[config.mk]
export PLATFORM = sky130hd
export DESIGN_NAME = autobaud_lock
export DESIGN_NICKNAME = d
export VERILOG_FILES = /design/src/rtl/abd_pkg.sv /design/src/rtl/abd_sync.sv /design/src/rtl/abd_low_meter.sv /design/src/rtl/abd_match.sv /design/src/rtl/abd_divcalc.sv /design/src/rtl/autobaud_lock.sv
export SDC_FILE = /design/constraint.sdc
export NUM_CORES = 1
export LEC_CHECK = 0
export BUFFER_PORTS_ARGS = -buffer_cell sky130_fd_sc_hd__buf_2
export CORE_UTILIZATION = 50
export CTS_BUF_LIST = sky130_fd_sc_hd__clkbuf_8 sky130_fd_sc_hd__clkbuf_16
export CTS_CLUSTER_DIAMETER = 100
export DETAILED_ROUTE_END_ITERATION = 8
export GPL_ROUTABILITY_DRIVEN = 0
export PLACE_DENSITY = 0.67
export SLEW_MARGIN = 20
export SYNTH_ARGS = -nofsm -noshare
export SYNTH_HDL_FRONTEND = slang
export SYNTH_SLANG_ARGS = --single-unit
[constraint.sdc]
create_clock -name clk_i -period 22.8 [get_ports clk_i]
set_input_delay 2.28 -clock clk_i [delete_from_list [all_inputs] [get_ports clk_i]]
set_output_delay 2.28 -clock clk_i [all_outputs]
set_load 0.01 [all_outputs]
[src/rtl/abd_pkg.sv]
package abd_pkg;
  typedef enum logic [1:0] {
    M_WAIT_HIGH,
    M_IDLE,
    M_LOW
  } meter_state_e;

  typedef enum logic [2:0] {
    ST_IDLE,
    ST_HUNT,
    ST_CHECK,
    ST_LOCKED,
    ST_ERROR
  } ctrl_state_e;
endpackage

[src/rtl/abd_sync.sv]
module abd_sync #(
  parameter int STAGES = 2
) (
  input  logic clk_i,
  input  logic rst_ni,
  input  logic d_i,
  output logic q_o
);
  logic [STAGES-1:0] pipe_q;

  // reset to idle-high so no false falling edge appears after reset
  always_ff @(posedge clk_i or negedge rst_ni) begin
    if (!rst_ni) pipe_q <= '1;
    else         pipe_q <= {pipe_q[STAGES-2:0], d_i};
  end

  assign q_o = pipe_q[STAGES-1];
endmodule

[src/rtl/abd_low_meter.sv]
module abd_low_meter
  import abd_pkg::*;
#(
  parameter int CNT_W = 16
) (
  input  logic             clk_i,
  input  logic             rst_ni,
  input  logic             arm_i,
  input  logic             rx_i,
  output logic             done_o,
  output logic             brk_o,
  output logic [CNT_W-1:0] len_o
);
  localparam logic [CNT_W-1:0] CNT_MAX = '1;

  meter_state_e     st_q;
  logic [CNT_W-1:0] cnt_q;

  always_ff @(posedge clk_i or negedge rst_ni) begin
    if (!rst_ni) begin
      st_q   <= M_WAIT_HIGH;
      cnt_q  <= '0;
      done_o <= 1'b0;
      brk_o  <= 1'b0;
    end else begin
      done_o <= 1'b0;
      brk_o  <= 1'b0;
      if (!arm_i) begin
        st_q <= M_WAIT_HIGH;    // a low already in progress is never timed
      end else begin
        unique case (st_q)
          M_WAIT_HIGH: if (rx_i) st_q <= M_IDLE;
          M_IDLE: if (!rx_i) begin
            cnt_q <= CNT_W'(1);
            st_q  <= M_LOW;
          end
          M_LOW: begin
            if (rx_i) begin
              done_o <= 1'b1;
              st_q   <= M_IDLE;
            end else if (cnt_q == CNT_MAX) begin
              brk_o <= 1'b1;
              st_q  <= M_WAIT_HIGH;
            end else begin
              cnt_q <= cnt_q + CNT_W'(1);
            end
          end
          default: st_q <= M_WAIT_HIGH;
        endcase
      end
    end
  end

  assign len_o = cnt_q;

  p_done_brk_excl_r5: assert property (@(posedge clk_i) disable iff (!rst_ni)
    !(done_o && brk_o));
  p_brk_needs_low_r5: assert property (@(posedge clk_i) disable iff (!rst_ni)
    brk_o |-> (len_o == CNT_MAX));
endmodule

[src/rtl/abd_match.sv]
module abd_match #(
  parameter int CNT_W   = 16,
  parameter int TOL_PCT = 3
) (
  input  logic [CNT_W-1:0] ref_i,
  input  logic [CNT_W-1:0] new_i,
  output logic             ok_o
);
  localparam int PW = CNT_W + 7;

  logic [CNT_W-1:0] diff;
  logic [PW-1:0]    lhs, rhs;

  always_comb begin
    diff = (ref_i > new_i) ? (ref_i - new_i) : (new_i - ref_i);
    lhs  = PW'(diff) * PW'(100);
    rhs  = PW'(ref_i) * PW'(TOL_PCT);
    ok_o = lhs < rhs;
  end
endmodule

[src/rtl/abd_divcalc.sv]
module abd_divcalc #(
  parameter int CNT_W      = 16,
  parameter int OVS        = 16,
  parameter int FRAME_BITS = 9
) (
  input  logic [CNT_W-1:0] len_i,
  output logic [CNT_W-1:0] div_o,
  output logic             small_o
);
  localparam int STEP = OVS * FRAME_BITS;
  localparam int HALF = STEP / 2;

  logic [CNT_W:0] sum, quo;

  always_comb begin
    sum     = {1'b0, len_i} + (CNT_W+1)'(HALF);
    quo     = sum / (CNT_W+1)'(STEP);
    small_o = quo < (CNT_W+1)'(2);
    div_o   = quo[CNT_W-1:0] - CNT_W'(1);
  end
endmodule

[src/rtl/autobaud_lock.sv]
module autobaud_lock
  import abd_pkg::*;
#(
  parameter int CNT_W       = 16,
  parameter int SYNC_STAGES = 2,
  parameter int OVS         = 16,
  parameter int FRAME_BITS  = 9,
  parameter int TOL_PCT     = 3
) (
  input  logic             clk_i,
  input  logic             rst_ni,
  input  logic             start_i,
  input  logic             rx_i,
  output logic [CNT_W-1:0] divisor_o,
  output logic             locked_o,
  output logic             error_o,
  output logic             tx_req_o,
  output logic [7:0]       tx_byte_o
);
  localparam logic [7:0] ACK_BYTE = 8'h00;

  ctrl_state_e      st_q;
  logic             rx_s, arm, done, brk, match_ok, too_small;
  logic [CNT_W-1:0] len, ref_q, div_calc;

  abd_sync #(.STAGES(SYNC_STAGES)) u_sync (
    .clk_i(clk_i), .rst_ni(rst_ni), .d_i(rx_i), .q_o(rx_s)
  );

  assign arm = ((st_q == ST_HUNT) || (st_q == ST_CHECK)) && !start_i;

  abd_low_meter #(.CNT_W(CNT_W)) u_meter (
    .clk_i(clk_i), .rst_ni(rst_ni), .arm_i(arm), .rx_i(rx_s),
    .done_o(done), .brk_o(brk), .len_o(len)
  );

  abd_match #(.CNT_W(CNT_W), .TOL_PCT(TOL_PCT)) u_match (
    .ref_i(ref_q), .new_i(len), .ok_o(match_ok)
  );

  abd_divcalc #(.CNT_W(CNT_W), .OVS(OVS), .FRAME_BITS(FRAME_BITS)) u_div (
    .len_i(len), .div_o(div_calc), .small_o(too_small)
  );

  always_ff @(posedge clk_i or negedge rst_ni) begin
    if (!rst_ni) begin
      st_q      <= ST_IDLE;
      ref_q     <= '0;
      divisor_o <= '0;
      locked_o  <= 1'b0;
      error_o   <= 1'b0;
      tx_req_o  <= 1'b0;
    end else begin
      tx_req_o <= 1'b0;
      if (start_i) begin
        st_q     <= ST_HUNT;
        locked_o <= 1'b0;
        error_o  <= 1'b0;
      end else begin
        unique case (st_q)
          ST_HUNT: if (done) begin
            ref_q <= len;
            st_q  <= ST_CHECK;
          end
          ST_CHECK: begin
            if (brk) begin
              st_q <= ST_HUNT;           // break drops the reference
            end else if (done) begin
              if (!match_ok) begin
                ref_q <= len;
              end else if (too_small) begin
                error_o <= 1'b1;
                st_q    <= ST_ERROR;
              end else begin
                divisor_o <= div_calc;
                locked_o  <= 1'b1;
                tx_req_o  <= 1'b1;
                st_q      <= ST_LOCKED;
              end
            end
          end
          default: ;                     // IDLE, LOCKED, ERROR wait for start
        endcase
      end
    end
  end

  assign tx_byte_o = ACK_BYTE;

  p_tx_single_r7: assert property (@(posedge clk_i) disable iff (!rst_ni)
    tx_req_o |=> !tx_req_o);
  p_lock_ack_r7: assert property (@(posedge clk_i) disable iff (!rst_ni)
    $rose(locked_o) |-> tx_req_o);
  p_lock_err_excl_r6: assert property (@(posedge clk_i) disable iff (!rst_ni)
    !(locked_o && error_o));
  p_start_clears_r9: assert property (@(posedge clk_i) disable iff (!rst_ni)
    start_i |=> (!locked_o && !error_o));
  p_div_hold_r8: assert property (@(posedge clk_i) disable iff (!rst_ni)
    (locked_o && !start_i) |=> $stable(divisor_o));
  p_div_nonzero_r3: assert property (@(posedge clk_i) disable iff (!rst_ni)
    $rose(locked_o) |-> (divisor_o != '0));
endmodule

==> PnR_summary.wiki, run 1 <==
{| class="wikitable"
! Metric !! Value
|-
| Number of sinks on the clock net || 60
|-
| Cell seen most often among critical-path stages || sky130_fd_sc_hd__o21ai_0
|-
| Tightest Hold Check Type || reg -> reg
|-
| Timing endpoint of the critical path || ref_q[15]$_DFFE_PN0P_
|-
| Largest buffer count on any clock path || 2
|-
| TritonCTS Buffers || 9
|-
| Count of inserted antenna diode cells || 0
|-
| Logic depth of the worst register-to-register path || 38
|-
| Top library cells by usage in the layout, fill and taps aside || 120 x sky130_fd_sc_hd__ha_1, 111 x sky130_fd_sc_hd__inv_1, 73 x sky130_fd_sc_hd__nor2_1, 64 x sky130_fd_sc_hd__a21oi_1, 58 x sky130_fd_sc_hd__dfrtp_1
|-
| Arrival time at the worst endpoint || 9280 ps
|-
| Total number of vias || 7054
|-
| Crit. Startpoint || ref_q[0]$_DFFE_PN0P_
|-
| Class of the most critical setup path || reg -> reg
|-
| YS warnings || 0
|-
| Via-per-instance ratio || 5.87
|-
| Synthesized area || 8210 um^2
|-
| Clk Latency, worst-skew pair || 330 ps
|-
| Post-synthesis cell count || 972
|-
| Origin of the critical flop-to-flop path || ref_q[0]$_DFFE_PN0P_
|-
| Post_cts resized || 0
|-
| Setup TNS || 0 ps
|-
| Number of fill cells || 1504
|-
| Proportion of layout cells with a drive suffix above 1 || 0.0863
|-
| DRT antenna net count || 0
|-
| Count of maximum capacitance violations || 0
|-
| Number of failing setup endpoints in the final timing report || 0
|-
| Average wire per standard cell || 16.1 um
|-
| Kind of end point of the critical path || flop
|-
| Portion of synthesized cell area occupied by the leading cell type || 0.183
|-
| Dominant cell type by area after synthesis || sky130_fd_sc_hd__ha_1
|-
| Required @ worst endpoint || 23010 ps
|-
| Root Buffer Master || sky130_fd_sc_hd__clkbuf_16
|-
| Clock-pin slew on the worst setup and hold paths || 50 ps
|-
| Critical-path cell with the highest stage delay || sky130_fd_sc_hd__and3_1
|-
| Count of hold-fix buffers inserted at cts || 0
|-
| H-Tree Depth || 3
|-
| Post-CTS setup buffer count || 0
|-
| Peak fanout along the critical path || 16
|-
| Max stage delay on crit path || 820 ps
|-
| Die boundary width || 130 um
|-
| Post-synth EDFFs || 0
|-
| PortBufs || 22
|-
| Slew Limit Fails || 0
|-
| DIE HEIGHT || 130 um
|-
| Result of the run || finished, final reports clean
|-
| Slew @ Worst Pin || 1140 ps
|-
| Sort of element at the start of the critical path || flop
|-
| Average cell area after synthesis || 8.44 um^2
|-
| Most common cell after layout, fill and taps aside || sky130_fd_sc_hd__ha_1
|-
| Area Overhead vs Synth || 6.68%
|-
| Starting Density || 0.515
|-
| Flip-flop and latch count after synthesis || 60
|-
| DRT Pass-1 Iters || 7
|-
| Core area || 15900 um^2
|-
| Worst reg2reg endpoint || ref_q[15]$_DFFE_PN0P_
|-
| Number of global-route vias before repair || 6615
|-
| Non-filler instance count after layout || 1201
|-
| Post-synthesis cell type count || 97
|-
| Period utilization || 0.397
|-
| Detailed Route WL || 19400 um
|-
| Initial antenna violation count || 0
|-
| Final min period || 9060 ps
|-
| Number of placed I/O pins || 31
|-
| Wire length of the first global-routing pass || 32000 um
|-
| Achievable Freq || 110 MHz
|-
| Placement row count || 46
|-
| Share of flip-flops with an asynchronous set or reset after synthesis || 1.00
|-
| Drt drc || 0
|-
| Maximum number of pins on one net before global-route repair || 61
|-
| Relative max-transition margin || 0.232
|-
| Congestion Overflow GR || 0
|-
| RSZ-0062 raised after global routing || false
|-
| Worst reg-to-reg setup slack || 13740 ps
|-
| Final net count || 1118
|-
| Die ar. || 16900 um^2
|-
| Initial DRC Count || 486
|-
| Leading register cell type out of synthesis || sky130_fd_sc_hd__dfrtp_1
|-
| Final HPWL from detailed placement || 15700 um
|-
| Number of endpoints with negative hold slack in the final report || 0
|-
| CTS tree || yes
|-
| Share of synthesized area occupied by flip-flops and latches || 0.183
|-
| Top cells by area in the synthesized netlist || sky130_fd_sc_hd__ha_1 18%, sky130_fd_sc_hd__dfrtp_1 18%, sky130_fd_sc_hd__xnor2_1 6.0%
|-
| Global-route total usage across every layer || 0.239
|-
| Placed insts || 1185
|-
| Layout Skew || 8.21 ps
|}
## area by class of cell
class                           instances  area (um^2)  share of cell area
Multi-Input combinational cell        770         6100               0.697
Sequential cell                        60         1500               0.172
Inverter                              113          424              0.0484
Tap cell                              216          270              0.0309
Clock buffer                           11          253              0.0289
Timing Repair Buffer                   26          140              0.0160
Clock inverter                          5         58.8             0.00672
## Yosys cell counts, types with 20 or more instances
cell and count:
sky130_fd_sc_hd__inv_1 111, sky130_fd_sc_hd__a21oi_1 64, sky130_fd_sc_hd__mux2i_1 31, sky130_fd_sc_hd__nor2_1 73, sky130_fd_sc_hd__ha_1 120, sky130_fd_sc_hd__o21ai_0 33, sky130_fd_sc_hd__dfrtp_1 58, sky130_fd_sc_hd__nand3_1 20
sky130_fd_sc_hd__nand2_1 50, sky130_fd_sc_hd__a21o_1 36, sky130_fd_sc_hd__xnor2_1 56
## worst max-delay path: cells and delay by family (launching register included)
family,cells,cell delay [ps]
simple gates,4,1300
flops,1,410
fa+ha+maj,6,1930
buf+inv,4,240
xor+xnor,1,320
mux,2,590
compound gates,21,4120
## metrics by stage
step	hold WS [ps]	setup slack, ps	utilization	instance area (um^2)
after global placement	348	13960	0.530	8440
after global routing	358	12750	0.549	8750
after CTS	355	13740	0.549	8750
after floorplan	345	14360	-	8230
final	354	13740	0.549	8750
after detailed placement	347	13770	0.530	8440
## metal layers
layer	track usage	part of all wire
met1	0.314	0.47
met2	0.406	0.46
met3	0.0168	0.031
met4	0.0999	0.030
met5	0	0
## state kept, by name (all words and copies together) (netlist names)
| signal | cells |
|---|---|
| divisor_o | 16 |
| error_o | 1 |
| locked_o | 1 |
| ref_q | 16 |
| st_q | 3 |
| tx_req_o | 1 |
| u_meter.brk_o | 1 |
| u_meter.done_o | 1 |
| u_meter.len_o | 16 |
| u_meter.st_q | 2 |
| u_sync.pipe_q | 2 |
## logic make-up (layout without fill, tap and decap cells)
| logic type | count (synthesis) | count (layout) | synth area share |
|---|---|---|---|
| AO/OA/AOI/OAI | 270 | 270 | 0.232 |
| XOR/XNOR | 68 | 68 | 0.0749 |
| other | 1 | 8 | 0.000457 |
| multiplexers | 41 | 41 | 0.0524 |
| adder cells (fa/ha/maj) | 134 | 134 | 0.217 |
| buffers and inverters | 149 | 155 | 0.0768 |
| flip-flops | 60 | 60 | 0.183 |
| AND/OR/NAND/NOR | 249 | 249 | 0.163 |
## worst min-delay path by stage
| stage | start | depth (start not counted) | end |
|---|---|---|---|
| floorplan | u_sync.pipe_q[0]$_DFF_PN1_ | 0 | u_sync.pipe_q[1]$_DFF_PN1_ |
| global placement | u_sync.pipe_q[0]$_DFF_PN1_ | 0 | u_sync.pipe_q[1]$_DFF_PN1_ |
| finish | u_sync.pipe_q[0]$_DFF_PN1_ | 0 | u_sync.pipe_q[1]$_DFF_PN1_ |
| global route | u_sync.pipe_q[0]$_DFF_PN1_ | 0 | u_sync.pipe_q[1]$_DFF_PN1_ |
| detailed placement | u_sync.pipe_q[0]$_DFF_PN1_ | 0 | u_sync.pipe_q[1]$_DFF_PN1_ |
| CTS | u_sync.pipe_q[0]$_DFF_PN1_ | 0 | u_sync.pipe_q[1]$_DFF_PN1_ |
Power of run 1 is left out: the tool's default activity adds up to more than one toggle a clock period on the data nets, which glitch-free logic cannot reach.
==> inputs of run 2 (changes only) <==
--- a/config.mk
+++ b/config.mk
@@ -5,6 +5,7 @@
 export SDC_FILE = /design/constraint.sdc
 export NUM_CORES = 1
 export LEC_CHECK = 0
+export ABC_AREA = 1
 export BUFFER_PORTS_ARGS = -buffer_cell sky130_fd_sc_hd__buf_2
 export CORE_UTILIZATION = 50
 export CTS_BUF_LIST = sky130_fd_sc_hd__clkbuf_8 sky130_fd_sc_hd__clkbuf_16
==> constraint.sdc (replaced) <==
create_clock -name clk_i -period 8.9 [get_ports clk_i]
set_input_delay 0.89 -clock clk_i [delete_from_list [all_inputs] [get_ports clk_i]]
set_output_delay 0.89 -clock clk_i [all_outputs]
set_load 0.01 [all_outputs]
==> PnR_summary.wiki, run 2 <==
{| class="wikitable"
! Metric !! Value
|-
| Result of the run || finished, final reports clean
|-
| Tightest Hold Check Type || reg -> reg
|-
| Slew Limit Fails || 0
|-
| Achievable Freq || 127 MHz
|-
| Count of inserted antenna diode cells || 0
|-
| Required @ worst endpoint || 9130 ps
|-
| Layout Skew || 6.79 ps
|-
| Busiest grt layer || met2
|-
| Final min period || 7880 ps
|-
| Area Overhead vs Synth || 8.23%
|-
| Sort of element at the start of the critical path || flop
|-
| Average cell area after synthesis || 7.13 um^2
|-
| Drt drc || 0
|-
| Critical-path cell with the highest stage delay || sky130_fd_sc_hd__fa_1
|-
| Post-synthesis cell type count || 47
|-
| Met2 track utilization from global routing || 0.336
|-
| Clk Latency, worst-skew pair || 330 ps
|-
| Root Buffer Master || sky130_fd_sc_hd__clkbuf_16
|-
| Kind of end point of the critical path || flop
|-
| Met3 usage in global routing || 0.0308
|-
| Worst slack on hold paths || 355 ps
|-
| Share of flip-flops with an asynchronous set or reset after synthesis || 1.00
|-
| Post-CTS setup buffer count || 0
|-
| Core area || 15100 um^2
|-
| Leading register cell type out of synthesis || sky130_fd_sc_hd__dfrtp_1
|-
| Global-route total usage across every layer || 0.216
|-
| Class of the most critical setup path || reg -> reg
|-
| Number of endpoints with negative hold slack in the final report || 0
|-
| M1 GR Usage || 0.319
|-
| Final HPWL from detailed placement || 13700 um
|-
| End-of-flow core utilization || 0.552
|-
| DIE HEIGHT || 126 um
|-
| Starting Density || 0.510
|-
| Top library cells by usage in the layout, fill and taps aside || 205 x sky130_fd_sc_hd__inv_1, 183 x sky130_fd_sc_hd__nand2_1, 120 x sky130_fd_sc_hd__ha_1, 75 x sky130_fd_sc_hd__a21oi_1, 66 x sky130_fd_sc_hd__o21ai_0
|-
| Period utilization || 0.886
|-
| Share of synthesized area occupied by flip-flops and latches || 0.195
|-
| Top post-synthesis cells by count || 205 x sky130_fd_sc_hd__inv_1, 184 x sky130_fd_sc_hd__nand2_1, 120 x sky130_fd_sc_hd__ha_1
|-
| Cell family with the largest share of critical-path delay || adder cells
|-
| Maximum number of pins on one net before global-route repair || 61
|-
| Final net count || 1250
|-
| H-Tree Depth || 3
|-
| Setup Slack @ Placement || 833 ps
|-
| Relative max-transition margin || 0.491
|-
| Detailed Route WL || 16400 um
|-
| CTS tree || yes
|-
| RSZ-0062 raised after global routing || false
|-
| Dominant cell type by area after synthesis || sky130_fd_sc_hd__ha_1
|-
| Synthesized area || 7730 um^2
|-
| Most frequent cell after synthesis || sky130_fd_sc_hd__inv_1
|-
| Initial DRC Count || 463
|-
| Max stage delay on crit path || 530 ps
|-
| Number of sinks on the clock net || 60
|-
| DRT antenna net count || 0
|-
| Number of failing setup endpoints in the final timing report || 0
|-
| Post-synthesis cell count || 1084
|-
| YS warnings || 0
|-
| Die boundary width || 126 um
|-
| Final critical-path setup slack || 1020 ps
|-
| Wire length of the first global-routing pass || 28400 um
|-
| Setup TNS || 0 ps
|-
| Post-synth EDFFs || 0
|-
| Buf+Inv Stages, Crit Path || 7
|-
| Top cells by area in the synthesized netlist || sky130_fd_sc_hd__ha_1 19%, sky130_fd_sc_hd__dfrtp_1 19%, sky130_fd_sc_hd__inv_1 10%
|-
| Cell seen most often among critical-path stages || sky130_fd_sc_hd__inv_1
|-
| Congestion Overflow GR || 0
|-
| Peak fanout along the critical path || 20
|-
| Die ar. || 16000 um^2
|-
| Portion of synthesized cell area occupied by the leading cell type || 0.194
|-
| Placement row count || 45
|-
| Largest buffer count on any clock path || 2
|-
| Proportion of layout cells with a drive suffix above 1 || 0.101
|-
| Average wire per standard cell || 12.6 um
|-
| Initial antenna violation count || 1
|-
| TritonCTS Buffers || 9
|-
| Via-per-instance ratio || 5.17
|-
| Number of placed I/O pins || 31
|-
| Clock-pin slew on the worst setup and hold paths || 50 ps
|-
| Number of global-route vias before repair || 6167
|-
| Total number of vias || 6744
|-
| Count of maximum capacitance violations || 0
|-
| Most common cell after layout, fill and taps aside || sky130_fd_sc_hd__inv_1
|-
| Slew @ Worst Pin || 764 ps
|-
| DRT Pass-1 Iters || 5
|-
| Arrival time at the worst endpoint || 8110 ps
|-
| Flip-flop and latch count after synthesis || 60
|-
| PortBufs || 22
|}
==> run 2: cell families after synthesis <==
family,count (synthesis),share of synthesized area
adder cells (fa/ha/maj),134,0.231
AND/OR/NAND/NOR,397,0.245
other,1,0.000485
XOR/XNOR,54,0.0612
flip-flops,60,0.195
multiplexers,2,0.00259
buffers and inverters,239,0.120
AO/OA/AOI/OAI,197,0.145
==> run 2: path summary, 6_finish.rpt <==
kind / end / slack, ps / startpoint / cells after the start
min in group asynchronous: divisor_o[11]$_DFFE_PN0P_ / 690 / rst_ni / 2
hold / removal: u_sync.pipe_q[1]$_DFF_PN1_ / 350 / u_sync.pipe_q[0]$_DFF_PN1_ / 0
setup reg to reg: divisor_o[6]$_DFFE_PN0P_ / 1020 / u_meter.len_o[1]$_DFFE_PN0P_ / 43
hold reg to reg: u_sync.pipe_q[1]$_DFF_PN1_ / 350 / u_sync.pipe_q[0]$_DFF_PN1_ / 0
setup / recovery: divisor_o[6]$_DFFE_PN0P_ / 1020 / u_meter.len_o[1]$_DFFE_PN0P_ / 43
max in group asynchronous: u_meter.len_o[5]$_DFFE_PN0P_ / 7680 / rst_ni / 2
==> run 2: routing by layer <==
| metal | routed length [um] | up-vias |
|---|---|---|
| li1 | - | 3576 |
| met1 | 8480 | 3041 |
| met2 | 7140 | 116 |
| met3 | 698 | 11 |
| met4 | 100 | 0 |
| met5 | 0 | - |
==> run 2: what timing repair did <==
action                                  4_1_cts  5_1_grt
resized for setup                             0        1
hold buffers                                  0        0
endpoints found under the setup margin        0        2
==> run 2: layout make-up <==
| cell class | count | area (um^2) |
|---|---|---|
| multi-input combinational | 792 | 5330 |
| fill | 1451 | 6780 |
| timing repair buffer | 24 | 125 |
| sequential | 60 | 1500 |
| clock buffer | 10 | 239 |
| clock inverter | 6 | 87.6 |
| tap | 188 | 235 |
| inverter | 225 | 845 |
==> run 2: metrics by stage <==
step | cells | instance area, um^2
after detailed placement | 1289 | 8030
final | 1305 | 8360
after global placement | 1289 | 8030
after floorplan | 1091 | 7750
after global routing | 1305 | 8360
after CTS | 1305 | 8360
Power of run 2 is left out for the same reason.
